## config.mk

```make
export PLATFORM = sky130hd
export DESIGN_NAME = dac_dither_requant
export DESIGN_NICKNAME = d
export VERILOG_FILES = /design/src/rtl/dqz_pkg.sv /design/src/rtl/dqz_pattern.sv /design/src/rtl/dqz_quant.sv /design/src/rtl/dac_dither_requant.sv
export SDC_FILE = /design/constraint.sdc
export NUM_CORES = 1
export LEC_CHECK = 0
export ABC_AREA = 0
export CAP_MARGIN = 25
export CORE_MARGIN = 4
export CORE_UTILIZATION = 35
export CTS_BUF_LIST = sky130_fd_sc_hd__clkbuf_4
export DETAILED_ROUTE_END_ITERATION = 8
export HOLD_SLACK_MARGIN = 0.08
export PLACE_DENSITY = 0.6
export SLEW_MARGIN = 40
export SYNTH_ARGS = -nofsm -noshare
export SYNTH_HDL_FRONTEND = slang
export SYNTH_SLANG_ARGS = --single-unit
export TNS_END_PERCENT = 10
```

## constraint.sdc

```tcl
create_clock -name clk -period 4.3 [get_ports clk]
set_input_delay 1.075 -clock clk [delete_from_list [all_inputs] [get_ports clk]]
set_output_delay 1.075 -clock clk [all_outputs]
set_load 0.02 [all_outputs]
```

## src/rtl/dqz_pkg.sv

```systemverilog
package dqz_pkg;

  typedef enum logic [1:0] {
    CLIP_NONE = 2'd0,
    CLIP_LOW  = 2'd1,
    CLIP_HIGH = 2'd2
  } clip_e;

  // Largest spread exponent encodable in a field of the given width
  function automatic int max_spread(input int spread_w);
    return (1 << spread_w) - 1;
  endfunction

  // Residual width: fraction bits plus headroom for the largest offset
  function automatic int resid_width(input int frac_w, input int spread_w);
    return frac_w + max_spread(spread_w) + 2;
  endfunction

endpackage

```

## src/rtl/dqz_pattern.sv

```systemverilog
module dqz_pattern #(
  parameter int FRAC_W   = 8,
  parameter int PH_W     = 3,
  parameter int SPREAD_W = 2,
  parameter int AW       = 26
) (
  input  logic                 clk,
  input  logic                 rst_n,
  input  logic                 adv_i,
  input  logic                 clr_i,
  input  logic [SPREAD_W-1:0]  spread_i,
  output logic signed [AW-1:0] dith_o
);

  localparam logic signed [AW-1:0] HALF_S = AW'(1 << (PH_W - 1));
  localparam int                   BASE_SH = FRAC_W - PH_W;

  logic [PH_W-1:0]        phase_q;
  logic [PH_W-1:0]        phase_d;
  logic signed [AW-1:0]   centered;

  // Next phase: cleared in truncation mode, ramps once per dithered update
  always_comb begin
    phase_d = phase_q;
    if (clr_i) begin
      phase_d = '0;
    end else if (adv_i) begin
      phase_d = phase_q + 1'b1;
    end
  end

  always_ff @(posedge clk or negedge rst_n) begin
    if (!rst_n) begin
      phase_q <= '0;
    end else if (clr_i || adv_i) begin
      phase_q <= phase_d;
    end
  end

  // Centered sawtooth scaled so its span is 2^spread LSB
  always_comb begin
    centered = $signed({{(AW-PH_W){1'b0}}, phase_q}) - HALF_S;
    if (spread_i == '0) begin
      dith_o = '0;
    end else begin
      dith_o = centered <<< (BASE_SH + int'(spread_i));
    end
  end

endmodule

```

## src/rtl/dqz_quant.sv

```systemverilog
module dqz_quant
  import dqz_pkg::*;
#(
  parameter int OUT_W    = 12,
  parameter int FRAC_W   = 8,
  parameter int SPREAD_W = 2,
  parameter int AW       = 26
) (
  input  logic                     clk,
  input  logic                     rst_n,
  input  logic                     ld_i,
  input  logic                     clr_i,
  input  logic [OUT_W+FRAC_W-1:0]  code_i,
  input  logic signed [AW-1:0]     dith_i,
  output logic [OUT_W-1:0]         y_o,
  output clip_e                    clip_o
);

  localparam int IN_W = OUT_W + FRAC_W;
  localparam int EW   = resid_width(FRAC_W, SPREAD_W);
  localparam logic signed [AW-1:0] MAX_S = AW'((1 << OUT_W) - 1);

  logic signed [EW-1:0] resid_q;
  logic signed [EW-1:0] resid_d;
  logic signed [EW-1:0] err;
  logic signed [AW-1:0] x_s;
  logic signed [AW-1:0] r_s;
  logic signed [AW-1:0] v;
  logic signed [AW-1:0] w;
  logic signed [AW-1:0] q;

  // Error feedback sum, offset, and floor division by 2^FRAC_W
  always_comb begin
    x_s = $signed({{(AW-IN_W){1'b0}}, code_i});
    r_s = {{(AW-EW){resid_q[EW-1]}}, resid_q};
    v   = x_s + r_s;
    w   = v + dith_i;
    q   = w >>> FRAC_W;
  end

  // Saturating quantizer; clipped updates drop the error
  always_comb begin
    if (w < 0) begin
      clip_o = CLIP_LOW;
      y_o    = '0;
      err    = '0;
    end else if (q > MAX_S) begin
      clip_o = CLIP_HIGH;
      y_o    = {OUT_W{1'b1}};
      err    = '0;
    end else begin
      clip_o = CLIP_NONE;
      y_o    = OUT_W'(q);
      err    = EW'(v - (q <<< FRAC_W));
    end
  end

  always_comb begin
    resid_d = resid_q;
    if (clr_i) begin
      resid_d = '0;
    end else if (ld_i) begin
      resid_d = err;
    end
  end

  always_ff @(posedge clk or negedge rst_n) begin
    if (!rst_n) begin
      resid_q <= '0;
    end else if (clr_i || ld_i) begin
      resid_q <= resid_d;
    end
  end

endmodule

```

## src/rtl/dac_dither_requant.sv

```systemverilog
module dac_dither_requant
  import dqz_pkg::*;
#(
  parameter int OUT_W    = 12,
  parameter int FRAC_W   = 8,
  parameter int SPREAD_W = 2,
  parameter int PH_W     = 3
) (
  input  logic                     clk,
  input  logic                     rst_n,
  input  logic                     upd_i,
  input  logic [OUT_W+FRAC_W-1:0]  code_i,
  input  logic                     dith_en_i,
  input  logic [SPREAD_W-1:0]      spread_i,
  output logic [OUT_W-1:0]         code_o,
  output logic                     valid_o
);

  localparam int IN_W = OUT_W + FRAC_W;
  localparam int AW   = IN_W + max_spread(SPREAD_W) + 3;

  logic                 dith_upd;
  logic                 trunc_upd;
  logic signed [AW-1:0] dith;
  logic [OUT_W-1:0]     y_dith;
  clip_e                clip;
  logic [OUT_W-1:0]     code_q;
  logic [OUT_W-1:0]     code_d;
  logic                 valid_q;
  logic                 valid_d;

  assign dith_upd  = upd_i &  dith_en_i;
  assign trunc_upd = upd_i & ~dith_en_i;

  dqz_pattern #(
    .FRAC_W   (FRAC_W),
    .PH_W     (PH_W),
    .SPREAD_W (SPREAD_W),
    .AW       (AW)
  ) pattern_i (
    .clk      (clk),
    .rst_n    (rst_n),
    .adv_i    (dith_upd),
    .clr_i    (trunc_upd),
    .spread_i (spread_i),
    .dith_o   (dith)
  );

  dqz_quant #(
    .OUT_W    (OUT_W),
    .FRAC_W   (FRAC_W),
    .SPREAD_W (SPREAD_W),
    .AW       (AW)
  ) quant_i (
    .clk    (clk),
    .rst_n  (rst_n),
    .ld_i   (dith_upd),
    .clr_i  (trunc_upd),
    .code_i (code_i),
    .dith_i (dith),
    .y_o    (y_dith),
    .clip_o (clip)
  );

  always_comb begin
    valid_d = upd_i;
    code_d  = code_q;
    if (dith_upd) begin
      code_d = y_dith;
    end else if (trunc_upd) begin
      code_d = code_i[IN_W-1:FRAC_W];
    end
  end

  always_ff @(posedge clk or negedge rst_n) begin
    if (!rst_n) begin
      code_q  <= '0;
      valid_q <= 1'b0;
    end else begin
      valid_q <= valid_d;
      if (upd_i) begin
        code_q <= code_d;
      end
    end
  end

  assign code_o  = code_q;
  assign valid_o = valid_q;

endmodule

```

After elaboration in Yosys (flattened, before gate mapping)

Index checks and enable logic that the tools add are counted.

Bits in registers: 29
Bits of input ports: 26
Output and inout port bits: 13
Logic and storage cells: 32

Add/subtract/negate cells: 6
Order comparisons: 2
Shifts and indexed selects: 1
Muxes and demuxes: 11
Bitwise gates (word level): 3
Reductions and logical operators: 5

Operator list:

| kind                 | number |
|---|---|
| $mux 13              | 4 |
| $mux 12              | 4 |
| $sshl 26x32->26      | 1 |
| $add 22x26->26       | 1 |
| $lt 26x1->1 const B  | 1 |
| $mux 26              | 1 |
| $add 21x13->22       | 1 |
| $gt 18x13->1 const B | 1 |
| $sub 13x13->13       | 1 |
| $mux 3               | 2 |
| $add 3x2->4 const A  | 1 |
| $reduce_and 2->1     | 2 |
| $sub 3x3->4 const B  | 1 |
| $add 3x1->3 const B  | 1 |
| $and 1x1->1          | 2 |
| $logic_not 2->1      | 1 |
| $reduce_bool 2->1    | 1 |
| $logic_or 1x1->1     | 1 |
| $not 1->1            | 1 |

Depth between registers and ports, before layout

Gate-level depths: netlist of run 1.

Depth after elaboration: 9
Gate-level depth with buffers: 21
Gate-level depth less buffers: 21

Modules after synthesis

From an unflattened synthesis of run 1, not the netlist that was laid out.

Cells, all modules: 482
Area total of the unflattened synthesis: 3,938.8 um^2

Modules (own cells, without submodules):

| module             | times used | cells each | area an instance (um^2) | sequential area each (um^2) |
|---|---|---|---|---|
| dqz_quant          | 1          | 362        | 2,841.5                 | 325.3 |
| dac_dither_requant | 1          | 56         | 613.1                   | 325.3 |
| dqz_pattern        | 1          | 64         | 484.2                   | 75.1 |

Worst setup path after synthesis of run 1

Ideal clock, no wire load.

Path kind: input to register
From: input code_i[5]
To: register quant_i.resid_q[3]
Setup time: 0.121 ns
Arrival: 4.834 ns
Data required time: 4.179 ns
Slack: -0.655 ns
Stages: 18
Cell sequence: ha_1 > o21a_1 > o21a_1 > o221a_2 > o41ai_4 > nor3_1 > a211oi_1 > a221oi_1 > xor2_1 > ha_1 > clkbuf_1 > a21o_1 > a2111oi_4 > o21ai_2 > o21a_4 > o2111a_2 > buf_6 > a22o_1

Cells in the longest elaborated chain, start to end: 7
Elaborated cells between the ends (all ways): 8
Those cells by class: add/sub (2); order compare (2); mux (4)

RTL lines:

| element              | line                     | RTL |
|---|---|---|
| from (decl)          | dac_dither_requant.sv:12 | `input logic [OUT_W+FRAC_W-1:0] code_i,` |
| $add 21x13->22 *     | dqz_quant.sv:36          | `v = x_s + r_s;` |
| $add 22x26->26 *     | dqz_quant.sv:37          | `w = v + dith_i;` |
| $gt 18x13->1         | dqz_quant.sv:47          | `end else if (q > MAX_S) begin` |
| $mux 13              | dqz_quant.sv:47          |  |
| $mux 13 *            | dqz_quant.sv:43          | `if (w < 0) begin` |
| $mux 13 *            | dqz_quant.sv:62          | `end else if (ld_i) begin` |
| $mux 13 *            | dqz_quant.sv:60          | `if (clr_i) begin` |
| to (signal assigned) | dqz_quant.sv:71          | `resid_q <= resid_d;` |
| to (decl)            | dqz_quant.sv:23          | `logic signed [EW-1:0] resid_q;` |

Mark *: on every way between the ends. The rest lies on a longest branch, timed or not. The select of a mux whose other input is x is not followed.
A chain may end at the register's enable or synchronous reset.

Worst setup path in the final report of run 1

From: input code_i[5]
To: register quant_i.resid_q[12]

Cells in the longest elaborated chain, start to end: 7
Elaborated cells between the ends (all ways): 9
Those cells by class: add/sub (3); order compare (2); mux (4)

RTL lines:

| element                                        | line |
|---|---|
| $add 21x13->22 *                               | dqz_quant.sv:36 |
| $add 22x26->26                                 | dqz_quant.sv:37 |
| $gt 18x13->1 or $sub 13x13->13 (tied branches) | dqz_quant.sv:47, dqz_quant.sv:54 |
| $mux 13                                        | dqz_quant.sv:47 |
| $mux 13 *                                      | dqz_quant.sv:43 |
| $mux 13 *                                      | dqz_quant.sv:62 |
| $mux 13 *                                      | dqz_quant.sv:60 |

Marked as above.

==> flow_summary.yaml, run 1 <==
critical_path:
  cpMaxStageDelayCell: "o41ai_4"
  worst-setup-path-type: "primary input to flip-flop"
  worstSetupEndpointType: "flip-flop"
  startpoint_type: "primary input"
  path_delay_family: "compound AO/OA/AOI/OAI gates"
  path_cells: "buf_2 > ha_4 > o21a_1 > o21a_1 > o221a_2 > o41ai_4 > nor3_2 > a211oi_2 > a221oi_2 > xor2_1 > ha_1 > buf_4 > and3_4 > nand2_1 > buf_4 > o21a_2 > o21a_1 > o2111a_2 > buf_6 > buf_12 > a22o_1"
  crit_fanout: 6
  critPathMostFrequentCell: "o21a_1"
  required_ns: 4.53
  cp_num_buf_inv: 5
  crit_path_start: "code_i[5]"
  worstPathArrival_ns: 5.10
  r2r_start: "quant_i.resid_q[5]$_DFFE_PN0N_"
  max_stage_delay_ns: 0.45
route:
  drt-total-wl_um: 11900
  wl_per_cell_um: 16.5
  drc_errors: 0
  initialDrtViolationCount: 252
  drtAntennaViolNets: 0
  firstDrtPassIters: 5
  viasPerCell: 5.44
  vias: 3931
clocking:
  cts_made_buffers: 5
  cts_tree: "built"
  clkSinkCount: 29
  clockBufferDepth: 2
  insertion_delay_ns: 0.34
  htreeDepth: 2
  clk_pin_slew_ns: 0.12
  cts-root-buf: "clkbuf_4"
timing:
  setup_violations: 25
  fmax_ghz: 0.205
  period_needed_ns: 4.88
  finalClockSkew_ns: 0.0188
  finalHoldViolCount: 0
  whs_ns: 0.528
  finalSetupTns_ns: -12.69
  fin_crit_sh: 1.13
  finalMaxSlewViolations: 0
  fin_ws_ns: -0.578
  rsz0062_at_grt: "yes"
power:
  p_total_mw: 3.39
  powerDensity_nw_per_um2: 605
  p_leak_nw: 2.62
  ir_worst_vdd_mv: 0.234
logic_synthesis:
  ys.flop_type: "dfrtp_1"
  synthDistinctLibCells: 66
  synth_seq_cells: 29
  yosys_warnings: 0
  synthCells: 408
  synth_area_um2: 3520
  synth_top_area_share: 0.206
  synthArstFlopShare: 1.00
  yosys.area.top_type: "dfrtp_1"
  ys_top_cells_by_area: "dfrtp_1, ha_1, a21oi_1, xnor2_1, xor2_1"
  synth_edf_count: 0
  seq_area_frac_synth: 0.206
  syn_avg_cell_area_um2: 8.64
final_layout:
  fillers: 858
  areaGrowthSynthToFinish_pct: 59.0
  num-nets-final: 665
  regArea_um2: 726
  fin_cells: 723
  utilization: 0.573
  fin_area_um2: 5600
  final_layout_size_suffix_gt1_frac: 0.406
  most-common-layout-cells: "buf_4, ha_1, clkdlybuf4s50_1"
  multi_input_area_um2: 3080
  final_common_cell: "buf_4"
run_status:
  violations: "negative setup slack"
  status: "complete, but fails checks"
run:
  maxCapViolations: 0
global_route:
  antenna_found_initial: 1
  track_usage: 0.211
  grt_overflow: 0
  grt_max_degree: 30
  grt_first_pass_wirelength_um: 19600
  grt_pass1_vias: 4005
die:
  die_area_um2: 11700
  ioPinCount: 39
  dieHeight_um: 108
  coreArea_um2: 9770
  start_util: 0.361
  rows: 36
  die_x_um: 108
hold_path:
  hp-start: "code_o[0]$_DFFE_PN0P_"
  hold_class: "flip-flop to flip-flop"
placement:
  io_buffers: 38
  dp_hpwl_um: 8970
  pre_cts_slack_ns: -1.38
  globalplace.congestion: 0.868
  dp_cells: 695
  dpl_cell_area_um2: 5080
-- layout make-up --
type	instances	share of cell area
inverter	25	0.0167
antenna	1	0.000447
sequential	29	0.130
clock inverter	3	0.00313
timing repair buffer	183	0.264
clock buffer	5	0.00670
multi-input combinational	344	0.550
tap	133	0.0297
-- tightest hold or removal path, stage by stage, from the launching register on --
cell     delay (ns)
dfrtp_1        0.37
a22oi_1        0.08
nand2_1        0.05
-- layer usage --
metal | track usage | part of all wire | vias up
met5 | 0 | 0 | -
met4 | 0.0748 | 0.029 | 0
met3 | 0.0251 | 0.044 | 28
met2 | 0.362 | 0.48 | 113
met1 | 0.273 | 0.45 | 1886
li1 | - | - | 1904
-- worst paths after layout --
| path | cells after the start | to | slack, ns |
|---|---|---|---|
| hold reg to reg | 2 | code_o[0]$_DFFE_PN0P_ | 0.53 |
| min in group asynchronous | 2 | quant_i.resid_q[5]$_DFFE_PN0N_ | 1.10 |
| max in group asynchronous | 2 | quant_i.resid_q[11]$_DFFE_PN0N_ | 2.87 |
| setup reg to reg | 20 | quant_i.resid_q[12]$_DFFE_PN0N_ | -0.23 |
| hold / removal | 2 | code_o[0]$_DFFE_PN0P_ | 0.53 |
| setup / recovery | 21 | quant_i.resid_q[12]$_DFFE_PN0N_ | -0.58 |
-- power breakdown --
part / internal [mW] / switching, mW
clock network: 0.0617 / 0.112
registers: 0.370 / 0.0839
logic: 1.44 / 1.33
-- flip-flops by register name, indices dropped and copies added (netlist names) --
| name | flops |
|---|---|
| code_o | 12 |
| pattern_i.phase_q | 3 |
| quant_i.resid_q | 13 |
| valid_o | 1 |
-- repair_timing --
item                       4_1_cts  5_1_grt
setup endpoints to repair       25       25
gates resized for setup         77       25
pin swaps                       58       33
setup buffers                   16        3
gates cloned                     1        0
hold buffers                     0        0
-- Yosys cell counts (all sizes together), types with 5 or more instances --
master and n:
a211oi 7, a21o 15, a21oi 30, a221o 5, a22o 11, a22oi 5, a31oi 5, and3 8
clkbuf 9, dfrtp 29, ha 49, inv 24, nand2 23, nand3 15, nor2 30, nor2b 7
nor3 12, o2111ai 5, o211ai 5, o21a 11, o21ai 17, o22ai 5, or2 5, xnor2 17
xor2 13
-- cell families (layout without fill, tap and decap cells) --
family / Yosys count / in the layout / synth area share
flops: 29 / 29 / 0.206
xor+xnor: 30 / 30 / 0.0745
simple gates: 114 / 114 / 0.162
compound gates: 145 / 145 / 0.324
mux: 2 / 2 / 0.00568
buf+inv: 36 / 216 / 0.0415
other cells: 1 / 3 / 0.00106
fa+ha+maj: 51 / 51 / 0.185
Note: power is estimated with default switching activity, not from simulation.
==> run 2: changes to the inputs <==
--- a/config.mk
+++ b/config.mk
@@ -11,10 +11,11 @@
 export CORE_UTILIZATION = 35
 export CTS_BUF_LIST = sky130_fd_sc_hd__clkbuf_4
 export DETAILED_ROUTE_END_ITERATION = 8
+export GPL_ROUTABILITY_DRIVEN = 0
 export HOLD_SLACK_MARGIN = 0.08
 export PLACE_DENSITY = 0.6
 export SLEW_MARGIN = 40
 export SYNTH_ARGS = -nofsm -noshare
 export SYNTH_HDL_FRONTEND = slang
 export SYNTH_SLANG_ARGS = --single-unit
-export TNS_END_PERCENT = 10
+export TNS_END_PERCENT = 1
==> run 2 against run 1 <==
Compared with the run above:
- the run still ends with negative setup slack left
- via count is 0.41% lower
- register-to-register slack hardly changed
- global-route usage stayed put
- total power is 0.46% lower
- critical path depth stayed put
- fmax is 0.11% lower
- critical path type unchanged
- largest cell class unchanged
==> flow_summary.yaml, run 2 (synthesis results as in run 1) <==
route:
  drc_errors: 0
  viasPerCell: 5.41
  vias: 3915
  firstDrtPassIters: 5
  wl_per_cell_um: 16.6
  initialDrtViolationCount: 221
  drt-total-wl_um: 12000
  drtAntennaViolNets: 0
critical_path:
  r2r-end: "code_o[1]$_DFFE_PN0P_"
  max_stage_delay_ns: 0.51
  required_ns: 4.49
  crit_path_start: "code_i[8]"
  worstPathArrival_ns: 5.08
  cpMaxStageDelayCell: "clkdlybuf4s50_1"
  worstRegToRegCells: 17
  worstSetupEndpointType: "flip-flop"
  startpoint_type: "primary input"
  path_cells: "clkdlybuf4s50_1 > ha_1 > buf_4 > a21o_1 > nand2_1 > o2111ai_2 > a31oi_2 > o2111ai_1 > a21oi_1 > xnor2_1 > ha_1 > nand4_1 > nor2_2 > and3_1 > o211a_4 > or2_4 > buf_6 > buf_6 > o211ai_1 > a32oi_2 > a21oi_1"
  ff2ff_setup_slack_ns: -0.22
  crit_fanout: 5
  worst-setup-path-type: "primary input to flip-flop"
  endpoint: "code_o[6]$_DFFE_PN0P_"
  r2r_start: "quant_i.resid_q[5]$_DFFE_PN0N_"
clocking:
  hold_buffers: 0
  cts_made_buffers: 5
  clockBufferDepth: 2
  clk_pin_slew_ns: 0.12
  clkSinkCount: 29
  cts-root-buf: "clkbuf_4"
  insertion_delay_ns: 0.34
  cts_tree: "built"
  htreeDepth: 2
die:
  die_area_um2: 11700
  ioPinCount: 39
  dieHeight_um: 108
  coreArea_um2: 9770
  start_util: 0.361
  rows: 36
  die_x_um: 108
global_route:
  grt_overflow: 0
  grt_first_pass_wirelength_um: 19600
  grt_max_degree: 30
  grt_pass1_vias: 4005
  antenna_found_initial: 1
  track_usage: 0.211
timing:
  finalHoldViolCount: 0
  period_needed_ns: 4.88
  fmax_ghz: 0.205
  fin_ws_ns: -0.584
  whs_ns: 0.527
  finalClockSkew_ns: 0.0174
  rsz0062_at_grt: "yes"
  fin_crit_sh: 1.14
  setup_violations: 25
  finalMaxSlewViolations: 0
final_layout:
  areaGrowthSynthToFinish_pct: 58.1
  utilization: 0.570
  fillers: 871
  most-common-layout-cells: "buf_4, ha_1, clkdlybuf4s50_1"
  num-nets-final: 665
  max_flop_register: "quant_i.resid_q"
  final_layout_size_suffix_gt1_frac: 0.397
  final_common_cell: "buf_4"
  fin_cells: 723
  largest_reg_flops: 13
run_status:
  status: "complete, but fails checks"
  violations: "negative setup slack"
placement:
  dp_hpwl_um: 8970
  io_buffers: 38
  pre_cts_slack_ns: -1.38
  dp_cells: 695
power:
  ir_worst_vdd_mv: 0.237
  p_total_mw: 3.37
  p_leak_nw: 2.61
  powerDensity_nw_per_um2: 605
run:
  maxCapViolations: 0
hold_path:
  hold_class: "flip-flop to flip-flop"
run 2: cell counts in the layout (fill, tap and decap cells not counted):
Identical to the previous run, type by type.
run 2: how the worst min path moves through the flow:
stage / start / to / slack [ns] / cells after the start
2_1_floorplan: quant_i.resid_q[8]$_DFFE_PN0N_ / quant_i.resid_q[8]$_DFFE_PN0N_ / 0.46 / 1
3_3_place_gp: code_o[0]$_DFFE_PN0P_ / code_o[0]$_DFFE_PN0P_ / 0.49 / 2
3_5_place_dp: quant_i.resid_q[8]$_DFFE_PN0N_ / quant_i.resid_q[8]$_DFFE_PN0N_ / 0.50 / 1
4_1_cts: code_o[0]$_DFFE_PN0P_ / code_o[0]$_DFFE_PN0P_ / 0.53 / 2
5_1_grt: code_o[0]$_DFFE_PN0P_ / code_o[0]$_DFFE_PN0P_ / 0.56 / 2
6_report: code_o[0]$_DFFE_PN0P_ / code_o[0]$_DFFE_PN0P_ / 0.53 / 2
run 2: final cells by class:
type                    instances  area (um2)  area share
diodes                          1        2.50    0.000449
clock buffers                   5        37.5     0.00673
clock inverters                 3        17.5     0.00314
inverters                      25        93.8      0.0168
multi-input cells             344        3030       0.544
flip-flops and latches         29         726       0.130
well taps                     133         166      0.0299
repair buffers                183        1500       0.269
run 2: repair_timing:
action | 4_1_cts | 5_1_grt
setup buffers | 16 | 2
pin swaps | 58 | 27
cloned | 1 | 0
endpoints found under the setup margin | 25 | 25
resized for setup | 77 | 18
endpoints found under the hold margin | 0 | 0
run 2: report_power, final:
group / total (mW) / switching (mW) / internal, mW / leakage, nW
Combinational: 2.75 / 1.31 / 1.43 / 2.20
Sequential: 0.453 / 0.0838 / 0.370 / 0.376
Clock: 0.174 / 0.113 / 0.0617 / 0.0310
run 2: layer usage:
metal,global-route usage,vias to the layer above,routed length (um)
li1,-,1907,-
met1,0.273,1889,5340
met2,0.362,97,5870
met3,0.0251,22,493
met4,0.0748,0,282
met5,0,-,0
run 2: critical path: cells and delay by family:
kind / cells / cell delay [ns]
XOR/XNOR: 1 / 0.12
AO/OA/AOI/OAI: 9 / 1.64
adder cells (fa/ha/maj): 2 / 0.65
buffers and inverters: 4 / 0.83
AND/OR/NAND/NOR: 5 / 0.75
run 2: per-stage QoR:
step	setup TNS [ns]	cell area [um2]
floorplan	-9.63	3640
global placement	-30.45	5080
detailed placement	-32.69	5080
CTS	-11.85	5480
global route	-16.70	5570
finish	-13.14	5570
==> run 3: changes to the inputs <==
--- a/config.mk
+++ b/config.mk
@@ -6,8 +6,7 @@
 export NUM_CORES = 1
 export LEC_CHECK = 0
 export ABC_AREA = 0
-export CAP_MARGIN = 25
-export CORE_MARGIN = 4
+export CORE_MARGIN = 5
 export CORE_UTILIZATION = 35
 export CTS_BUF_LIST = sky130_fd_sc_hd__clkbuf_4
 export DETAILED_ROUTE_END_ITERATION = 8
==> run 3 against run 2 <==
Compared with the run above:
- the run still ends with negative setup slack left
- combinational power is 3% higher
- worst hold slack worse by 0.0046 ns
- total power is 2.3% higher
- via count is 0.46% lower
- critical path type unchanged
- largest power group unchanged
==> flow_summary.yaml, run 3 (synthesis results as in run 1) <==
route:
  initialDrtViolationCount: 131
  drtAntennaViolNets: 0
  vias: 3897
  drt-total-wl_um: 11700
  viasPerCell: 5.39
  firstDrtPassIters: 4
  drc_errors: 0
  wl_per_cell_um: 16.2
clocking:
  clkSinkCount: 29
  clk_pin_slew_ns: 0.10
  htreeDepth: 2
  hold_buffers: 0
  insertion_delay_ns: 0.34
  clockBufferDepth: 2
  cts_made_buffers: 5
  cts_tree: "built"
  cts-root-buf: "clkbuf_4"
timing:
  rsz0062_at_grt: "yes"
  fmax_ghz: 0.209
  finalSetupTns_ns: -9.43
  finalHoldViolCount: 0
  fin_crit_sh: 1.12
  finalMaxSlewViolations: 0
  finalClockSkew_ns: 0.0159
  period_needed_ns: 4.80
  fin_ws_ns: -0.496
  setup_violations: 25
critical_path:
  required_ns: 4.52
  startpoint_type: "primary input"
  crit_fanout: 5
  worst-setup-path-type: "primary input to flip-flop"
  worstSetupEndpointType: "flip-flop"
  worstPathArrival_ns: 5.02
hold_path:
  hold_class: "flip-flop to flip-flop"
final_layout:
  fin_cells: 723
  final_layout_size_suffix_gt1_frac: 0.403
  num-nets-final: 666
  max_flop_register: "quant_i.resid_q"
  most-common-layout-cells: "buf_4, ha_1, clkdlybuf4s50_1"
  regArea_um2: 726
  utilization: 0.574
  antennaDiodeCount: 0
  largest_reg_flops: 13
  multi_input_area_um2: 3130
  final_common_cell: "buf_4"
  fillers: 873
  areaGrowthSynthToFinish_pct: 60.0
die:
  die_area_um2: 12200
  coreArea_um2: 9820
  rows: 36
  start_util: 0.359
  ioPinCount: 39
  die_x_um: 110
  dieHeight_um: 110
global_route:
  grtUsageMet3: 0.0239
  grt.busiest_layer: "met2"
  grt_pass1_vias: 4061
  grt.met2_usage: 0.340
  grt_max_degree: 30
  grtUsageMet1: 0.254
  grt_overflow: 0
  antenna_found_initial: 0
  grt_first_pass_wirelength_um: 18800
  track_usage: 0.195
placement:
  io_buffers: 38
  dp_cells: 696
  dp_hpwl_um: 8980
  pre_cts_slack_ns: -1.28
power:
  ir_worst_vdd_mv: 0.346
  pwr-share-clk: 0.050
  sequentialPowerShare: 0.132
  power_switching_mw: 1.53
  intPower_mw: 1.92
  powerDensity_nw_per_um2: 612
  pwr-share-comb: 0.818
  p_leak_nw: 2.63
  p_sw_frac: 0.442
run:
  maxCapViolations: 0
run_status:
  status: "complete, but fails checks"
  violations: "negative setup slack"
-- run 3: cell types whose count changed in the layout (fill, tap and decap cells not counted), sizes merged --
cell / delta
clkbuf: +3
o2111a: +1
diode: -1
buf: -5
clkdlybuf4s15: +2
-- run 3: metrics by stage --
stage	total power, mW	hold WS [ns]	instance area, um2
global route	3.73	0.555	5640
detailed placement	2.81	0.504	5080
CTS	3.19	0.530	5430
global placement	2.75	0.496	5080
finish	3.45	0.523	5640
floorplan	1.79	0.459	3640
-- run 3: area by class of cell --
| type | count | share of cell area |
|---|---|---|
| multi-input combinational | 345 | 0.556 |
| timing repair buffer | 183 | 0.260 |
| sequential | 29 | 0.129 |
| tap | 133 | 0.0295 |
| inverter | 25 | 0.0166 |
| clock buffer | 5 | 0.00666 |
| clock inverter | 3 | 0.00311 |
-- run 3: power groups by stage --
stage | clock [mW] | combinational [mW] | sequential, mW
after detailed placement | 0 | 2.35 | 0.456
after CTS | 0.177 | 2.55 | 0.456
final | 0.172 | 2.82 | 0.457
after floorplan | 0 | 1.28 | 0.508
after global placement | 0 | 2.30 | 0.454
after global routing | 0.191 | 3.07 | 0.468
-- run 3: final timing paths --
kind | depth (start not counted) | slack (ns) | from | end
max | 20 | -0.50 | code_i[0] | code_o[1]$_DFFE_PN0P_
min | 1 | 0.52 | code_o[1]$_DFFE_PN0P_ | code_o[1]$_DFFE_PN0P_
max reg2reg | 19 | -0.10 | quant_i.resid_q[0]$_DFFE_PN0N_ | code_o[1]$_DFFE_PN0P_
min reg2reg | 1 | 0.52 | code_o[1]$_DFFE_PN0P_ | code_o[1]$_DFFE_PN0P_
max in group asynchronous | 2 | 2.89 | rst_n | quant_i.resid_q[11]$_DFFE_PN0N_
min in group asynchronous | 2 | 1.12 | rst_n | quant_i.resid_q[10]$_DFFE_PN0N_
-- run 3: per-layer routing --
metal  wire length (um)  up-vias
met2               5900       77
met3                406       14
met5                  0        -
met1               5220     1901
met4                167        0
li1                   -     1905
-- run 3: repair_timing --
item / 4_1_cts / 5_1_grt
pin swaps: 47 / 42
setup endpoints to repair: 25 / 25
buffers inserted: 15 / 3
gates cloned: 1 / 0
hold endpoints to repair: 0 / 0
resized for setup: 57 / 40
-- run 3: critical path, stage by stage --
cell and delay [ns]:
buf_6 0.10, ha_4 0.15, buf_6 0.11, a21oi_4 0.15, o2111ai_4 0.15, o221a_4 0.32
o41ai_4 0.37, nor3_2 0.08, a211oi_2 0.23, a221oi_2 0.10, xor2_1 0.15, ha_1 0.34
a21o_1 0.22, a2111oi_4 0.34, o21ai_2 0.13, buf_4 0.16, nor3_4 0.19, o221ai_4 0.15
nand2b_1 0.17, a221o_1 0.31
